## src/rtl/bas_pkg.sv

```systemverilog
package bas_pkg;

    localparam int BEAT_W = 2;
    localparam int BEATS  = 1 << BEAT_W;

    typedef logic [BEAT_W-1:0] beat_t;

    typedef enum logic {
        ORD_LINEAR     = 1'b0,
        ORD_INTERLEAVE = 1'b1
    } order_e;

endpackage

```

## src/rtl/bas_beat_ctr.sv

```systemverilog
module bas_beat_ctr
    import bas_pkg::*;
(
    input  beat_t beat_q,
    input  logic  load,
    input  logic  advance,
    output beat_t beat_d
);

    always_comb begin
        if (load) begin
            beat_d = '0;
        end else if (advance) begin
            beat_d = beat_q + beat_t'(1);
        end else begin
            beat_d = beat_q;
        end
    end

endmodule

```

## src/rtl/bas_order.sv

```systemverilog
module bas_order
    import bas_pkg::*;
(
    input  beat_t  start_lo,
    input  beat_t  beat,
    input  order_e order,
    output beat_t  cur_lo
);

    beat_t lo_il;
    beat_t lo_lin;

    always_comb begin
        lo_il  = start_lo ^ beat;
        lo_lin = start_lo + beat;
        cur_lo = (order == ORD_INTERLEAVE) ? lo_il : lo_lin;
    end

endmodule

```

## src/rtl/burst_addr_seq.sv

```systemverilog
module burst_addr_seq
    import bas_pkg::*;
#(
    parameter int ADDR_W = 20
) (
    input  logic              clk,
    input  logic              rst_n,
    input  logic              ld_n,
    input  logic              sel,
    input  logic              wr_in,
    input  logic              mode_il,
    input  logic [ADDR_W-1:0] addr_in,
    output logic [ADDR_W-1:0] addr_out,
    output logic              op_valid,
    output logic              op_write,
    output logic [1:0]        burst_idx
);

    localparam int UP_W = ADDR_W - BEAT_W;

    typedef struct packed {
        logic              valid;
        logic              write;
        order_e            order;
        logic [ADDR_W-1:0] base;
        beat_t             beat;
    } seq_state_t;

    seq_state_t st_d, st_q;
    beat_t      beat_nxt;
    beat_t      lo_cur;
    logic       load_evt;
    logic       adv_evt;

    assign load_evt = !ld_n && sel;
    assign adv_evt  = ld_n && st_q.valid;

    bas_beat_ctr u_beat (
        .beat_q  (st_q.beat),
        .load    (!ld_n),
        .advance (adv_evt),
        .beat_d  (beat_nxt)
    );

    bas_order u_order (
        .start_lo (st_q.base[BEAT_W-1:0]),
        .beat     (st_q.beat),
        .order    (st_q.order),
        .cur_lo   (lo_cur)
    );

    always_comb begin
        st_d = st_q;
        if (load_evt) begin
            st_d.valid = 1'b1;
            st_d.write = wr_in;
            st_d.order = mode_il ? ORD_INTERLEAVE : ORD_LINEAR;
            st_d.base  = addr_in;
        end else if (!ld_n) begin
            st_d.valid = 1'b0;
        end
        st_d.beat = beat_nxt;
    end

    always_ff @(posedge clk) begin
        if (!rst_n) begin
            st_q <= '{valid: 1'b0, write: 1'b0, order: ORD_LINEAR,
                      base: '0, beat: '0};
        end else begin
            st_q <= st_d;
        end
    end

    assign addr_out  = {st_q.base[ADDR_W-1:BEAT_W], lo_cur};
    assign op_valid  = st_q.valid;
    assign op_write  = st_q.write;
    assign burst_idx = st_q.beat;

    AST_LOAD_START: assert property (@(posedge clk) disable iff (!rst_n)
        (!ld_n && sel) |=> (op_valid && burst_idx == 2'd0));
    AST_DESELECT: assert property (@(posedge clk) disable iff (!rst_n)
        (!ld_n && !sel) |=> (!op_valid && burst_idx == 2'd0));
    AST_ADV_KEEP_CMD: assert property (@(posedge clk) disable iff (!rst_n)
        (ld_n && op_valid) |=> $stable(op_write));
    AST_ADV_KEEP_UPPER: assert property (@(posedge clk) disable iff (!rst_n)
        (ld_n && op_valid) |=> $stable(addr_out[ADDR_W-1:BEAT_W]));
    AST_ADV_KEEP_ORDER: assert property (@(posedge clk) disable iff (!rst_n)
        (ld_n && op_valid) |=> $stable(st_q.order));
    AST_BEAT_STEP: assert property (@(posedge clk) disable iff (!rst_n)
        (ld_n && op_valid) |=> (burst_idx == 2'($past(burst_idx) + 2'd1)));
    AST_IDLE_HOLD: assert property (@(posedge clk) disable iff (!rst_n)
        (ld_n && !op_valid) |=> (!op_valid && $stable(addr_out) && $stable(burst_idx)));

    localparam int UNUSED_UP = UP_W;

endmodule

```

## config.mk

```make
export PLATFORM = sky130hd
export DESIGN_NAME = burst_addr_seq
export DESIGN_NICKNAME = d
export VERILOG_FILES = /design/src/rtl/bas_pkg.sv /design/src/rtl/bas_beat_ctr.sv /design/src/rtl/bas_order.sv /design/src/rtl/burst_addr_seq.sv
export SDC_FILE = /design/constraint.sdc
export NUM_CORES = 1
export LEC_CHECK = 0
export BUFFER_PORTS_ARGS = -buffer_cell sky130_fd_sc_hd__buf_2
export CAP_MARGIN = 20
export CORE_AREA = 10 10 64 66
export CTS_BUF_LIST = sky130_fd_sc_hd__clkbuf_8
export DETAILED_ROUTE_END_ITERATION = 16
export DIE_AREA = 0 0 74 76
export PLACE_DENSITY = 0.68
export SETUP_SLACK_MARGIN = 0.15
export SYNTH_ARGS = -nofsm -noshare
export SYNTH_HDL_FRONTEND = slang
export SYNTH_SLANG_ARGS = --single-unit
```

## constraint.sdc

```tcl
create_clock -name clk -period 1.1 [get_ports clk]
set_input_delay 0.22 -clock clk [delete_from_list [all_inputs] [get_ports clk]]
set_output_delay 0.22 -clock clk [all_outputs]
set_load 0.1 [all_outputs]
```

==> metrics.txt <==
# TYPE chip_impl_metric gauge
chip_impl_metric{name="start_util",unit="%"} 38.12
chip_impl_metric{name="viasPerCell",unit=""} 4.485
chip_impl_metric{name="use_met1",unit="%"} 9.970
chip_impl_info{name="reg2reg_to",value="burst_idx[1]"} 1
chip_impl_info{name="yosysTopAreaCell",value="sky130_fd_sc_hd__dfxtp_1"} 1
chip_impl_metric{name="timing_max_transition_violations_final",unit=""} 0
chip_impl_metric{name="first_pass_grt_wire_length",unit="um"} 4567
chip_impl_metric{name="max-clock-path-buffers",unit=""} 2
chip_impl_metric{name="grtUsageMet3",unit="%"} 8.073
chip_impl_metric{name="drtPass1Iterations",unit=""} 4
chip_impl_info{name="cp-start-kind",value="register"} 1
chip_impl_info{name="synth_flop_cell",value="sky130_fd_sc_hd__dfxtp_1"} 1
chip_impl_metric{name="combinational_power_share",unit="%"} 30.2
chip_impl_metric{name="worstHoldPathCells",unit=""} 3
chip_impl_metric{name="numCtsBuffers",unit=""} 3
chip_impl_metric{name="time_the_final_worst_path_needs_with_i_o_delays_and_setup",unit="ps"} 1481
chip_impl_metric{name="syn_area_per_cell",unit="um^2"} 8.520
chip_impl_metric{name="dp_hpwl",unit="um"} 2043
chip_impl_metric{name="ys_seq_elements",unit=""} 25
chip_impl_info{name="synth.cells.most_frequent",value="sky130_fd_sc_hd__nand2_1, sky130_fd_sc_hd__dfxtp_1, sky130_fd_sc_hd__buf_4, sky130_fd_sc_hd__a21boi_1"} 1
chip_impl_metric{name="dieArea",unit="um^2"} 5624
chip_impl_info{name="run_status",value="finished with violations"} 1
chip_impl_metric{name="max_cap_viol_count",unit=""} 0
chip_impl_metric{name="max_clock_skew",unit="ps"} 4.728
chip_impl_metric{name="synthesized_netlist_cell_count",unit=""} 131
chip_impl_metric{name="floorplan.die.height",unit="um"} 76
chip_impl_metric{name="nFillCells",unit=""} 244
chip_impl_metric{name="max_clock_freq",unit="GHz"} 0.6753
chip_impl_metric{name="wl_cell",unit="um"} 13.24
chip_impl_metric{name="nNetsFinal",unit=""} 197
chip_impl_info{name="failing_checks",value="negative setup slack"} 1
chip_impl_metric{name="holdWs",unit="ps"} 176.7
chip_impl_info{name="grt-busiest-layer",value="met2"} 1
chip_impl_metric{name="report.final.setup_viol",unit=""} 6
chip_impl_info{name="hold_start",value="addr_in[16]"} 1
chip_impl_metric{name="vias",unit=""} 906
chip_impl_metric{name="antenna-diode-count",unit=""} 0
chip_impl_metric{name="yosys_warnings",unit=""} 0
chip_impl_info{name="r2r_start",value="burst_idx[0]"} 1
chip_impl_metric{name="route.antenna.remaining_nets",unit=""} 0
chip_impl_metric{name="drive_above_1_share",unit="%"} 55.62
chip_impl_metric{name="grt_max_degree",unit=""} 25
chip_impl_info{name="cts_tree",value="yes"} 1
chip_impl_metric{name="worst-endpoint-arrival",unit="ps"} 1260
chip_impl_info{name="critical_path.endpoint_type",value="output port"} 1
chip_impl_metric{name="synth_edf_count",unit=""} 0
chip_impl_metric{name="netlist_area",unit="um^2"} 1116
chip_impl_metric{name="tightest_slew",unit="ps"} 347.6
chip_impl_metric{name="count_of_h_tree_levels_built_during_cts",unit=""} 1
chip_impl_metric{name="worst_slack",unit="ps"} -380.9
chip_impl_metric{name="first_global_vias",unit=""} 971
chip_impl_metric{name="overall_die_width",unit="um"} 74
chip_impl_metric{name="r2r_cells",unit=""} 7
chip_impl_info{name="yosys-top-cells-area",value="sky130_fd_sc_hd__dfxtp_1, sky130_fd_sc_hd__buf_4, sky130_fd_sc_hd__nand2_1, sky130_fd_sc_hd__a21boi_1, sky130_fd_sc_hd__xnor2_1"} 1
chip_impl_metric{name="portBuffers",unit=""} 49
chip_impl_metric{name="clock_slew_seen_by_the_registers_of_the_worst_setup_and_hold_paths",unit="ps"} 80
chip_impl_metric{name="cts_sinks",unit=""} 25
chip_impl_metric{name="power_leakage",unit="nW"} 0.7596
chip_impl_metric{name="core_area",unit="um^2"} 2928
chip_impl_metric{name="area_growth_syn_to_layout",unit="%"} 63.12
chip_impl_info{name="hold_end",value="addr_out[16]"} 1
chip_impl_metric{name="power.sequential.fraction",unit="%"} 46.0
chip_impl_info{name="cts_root_buf",value="sky130_fd_sc_hd__clkbuf_8"} 1
chip_impl_metric{name="yosys.cell_types.count",unit=""} 13
chip_impl_metric{name="switching_share",unit="%"} 32.51
chip_impl_metric{name="synth_async_sr_flop_share",unit="%"} 0
chip_impl_metric{name="clkPwrFrac",unit="%"} 23.8
chip_impl_info{name="rsz0062_at_grt",value="yes"} 1
chip_impl_metric{name="count_of_endpoints_failing_hold_in_the_final_timing_report",unit=""} 0
chip_impl_metric{name="detail_route.iter0.violations",unit=""} 12
chip_impl_metric{name="power_per_cell_area",unit="nW/um^2"} 1180
chip_impl_metric{name="io-pin-count",unit=""} 50
chip_impl_metric{name="totalNegativeSetupSlack",unit="ps"} -933.4
chip_impl_metric{name="slew-limit-headroom",unit="%"} 76.82
chip_impl_info{name="cell_with_the_most_instances_after_synthesis",value="sky130_fd_sc_hd__nand2_1"} 1
chip_impl_metric{name="required",unit="ps"} 880
chip_impl_metric{name="overflow_left_after_global_routing",unit=""} 0
chip_impl_metric{name="irDropWorstVdd",unit="V"} 0.001215
chip_impl_metric{name="fin_crit_sh",unit="%"} 134.6
chip_impl_info{name="setup.worst_path.class",value="reg2out"} 1
chip_impl_metric{name="postLayoutCoreUtil",unit="%"} 62.18
chip_impl_metric{name="path_max_fanout",unit=""} 2
chip_impl_metric{name="clock_insertion_delay_worst_skew",unit="ps"} 260
chip_impl_metric{name="yosysSeqAreaShare",unit="%"} 44.84
chip_impl_metric{name="core.rowCount",unit=""} 20
chip_impl_metric{name="detail_route.drc_violations",unit=""} 0
chip_impl_metric{name="synth_largest_type_area_fraction",unit="%"} 44.84
chip_impl_metric{name="finalWirelength",unit="um"} 2675
chip_impl_metric{name="power.switching",unit="uW"} 698.2
chip_impl_metric{name="internal_power",unit="mW"} 1.450
chip_impl_metric{name="grt_antenna_before_repair",unit=""} 0
chip_impl_metric{name="grt.total_usage",unit="%"} 9.874
chip_impl_metric{name="r2r_slack",unit="ps"} -100
chip_impl_metric{name="grt_util_met2",unit="%"} 15.78
chip_impl_metric{name="place_congestion",unit=""} 0.7477
chip_impl_metric{name="syn_nets",unit=""} 158
chip_impl_info{name="worstHoldPathType",value="in2reg"} 1
cells in the final DEF, fill, tap and decap left out, types with 2 or more instances in the layout:
cell                       Yosys  routed
sky130_fd_sc_hd__xnor2_4       0       2
sky130_fd_sc_hd__buf_2         0      25
sky130_fd_sc_hd__buf_6         0       3
sky130_fd_sc_hd__buf_4        24       8
sky130_fd_sc_hd__nand2_1      47      46
sky130_fd_sc_hd__dfxtp_1      25       2
sky130_fd_sc_hd__buf_12        0      24
sky130_fd_sc_hd__dfxtp_4       0       2
sky130_fd_sc_hd__nor2_1        2       2
sky130_fd_sc_hd__a21boi_1     20      20
sky130_fd_sc_hd__dfxtp_2       0      21
sky130_fd_sc_hd__clkbuf_8      0       3
sky130_fd_sc_hd__a21boi_0      3       3
per-stage QoR:
step	instance area [um^2]	setup WS, ps	power [mW]	cells
finish	1821	-380.9	2.148	202
global placement	1650	-124.1	1.621	191
CTS	1785	-375.0	2.165	200
global route	1821	-424.7	2.239	202
floorplan	1161	-318.9	1.427	131
detailed placement	1650	-140.2	1.630	191
worst max-delay path, cell delays in order, from the launching register on:
cell and delay (ps):
sky130_fd_sc_hd__dfxtp_2 360, sky130_fd_sc_hd__ha_4 120, sky130_fd_sc_hd__nor2b_4 180, sky130_fd_sc_hd__xnor2_4 140
sky130_fd_sc_hd__buf_12 190
metal layers:
metal / part of all wire, % / routed length (um) / up-vias
li1: - / - / 471
met2: 45 / 1204 / 41
met5: 0 / 0 / -
met4: 0 / 0 / 0
met3: 16 / 429 / 0
met1: 39 / 1042 / 394
sequential cells by signal (all words and copies together), names as in the netlist:
| register | cells |
|---|---|
| op_valid | 1 |
| addr_out | 18 |
| burst_idx | 2 |
| st_q | 3 |
| op_write | 1 |
repair_timing:
action / 4_1_cts / 5_1_grt
pin swaps: 5 / 5
hold buffers: 0 / 0
setup buffers: 5 / 2
resized for setup: 26 / 3
setup endpoints to repair: 24 / 28
area by class of cell:
| cell class | count | area [um^2] | area share (%) |
|---|---|---|---|
| timing repair buffer | 60 | 699.4 | 38.42 |
| tap | 33 | 41.29 | 2.268 |
| clock inverter | 1 | 3.754 | 0.2062 |
| multi-input combinational | 80 | 500.5 | 27.49 |
| clock buffer | 3 | 41.29 | 2.268 |
| sequential | 25 | 534.3 | 29.35 |
how the worst max path moves through the flow:
stage / from / endpoint / slack (ps) / cells after the start
after detailed placement: st_q[3] / addr_out[1] / -140 / 3
after global placement: st_q[3] / addr_out[1] / -120 / 3
final: burst_idx[0] / addr_out[1] / -380 / 4
after CTS: burst_idx[0] / addr_out[1] / -370 / 4
after floorplan: burst_idx[0] / addr_out[1] / -320 / 3
after global routing: burst_idx[0] / addr_out[1] / -420 / 4
kinds of logic after synthesis:
| logic type | synth area share, % |
|---|---|
| AOI/OAI and AO/OA | 15.47 |
| xor gates and xnor gates | 3.140 |
| adders and majority gates | 1.121 |
| buffers and inverters | 16.82 |
| DFF | 44.84 |
| and+or+nand+nor | 18.61 |
power groups by stage:
stage / combinational (mW) / sequential [mW] / clock [mW]
floorplan: 0.416 / 1.01 / 0
global placement: 0.616 / 1.00 / 0
detailed placement: 0.623 / 1.01 / 0
CTS: 0.641 / 0.990 / 0.535
global route: 0.684 / 0.995 / 0.559
finish: 0.649 / 0.989 / 0.510
Note: power is estimated with default switching activity, not from simulation.
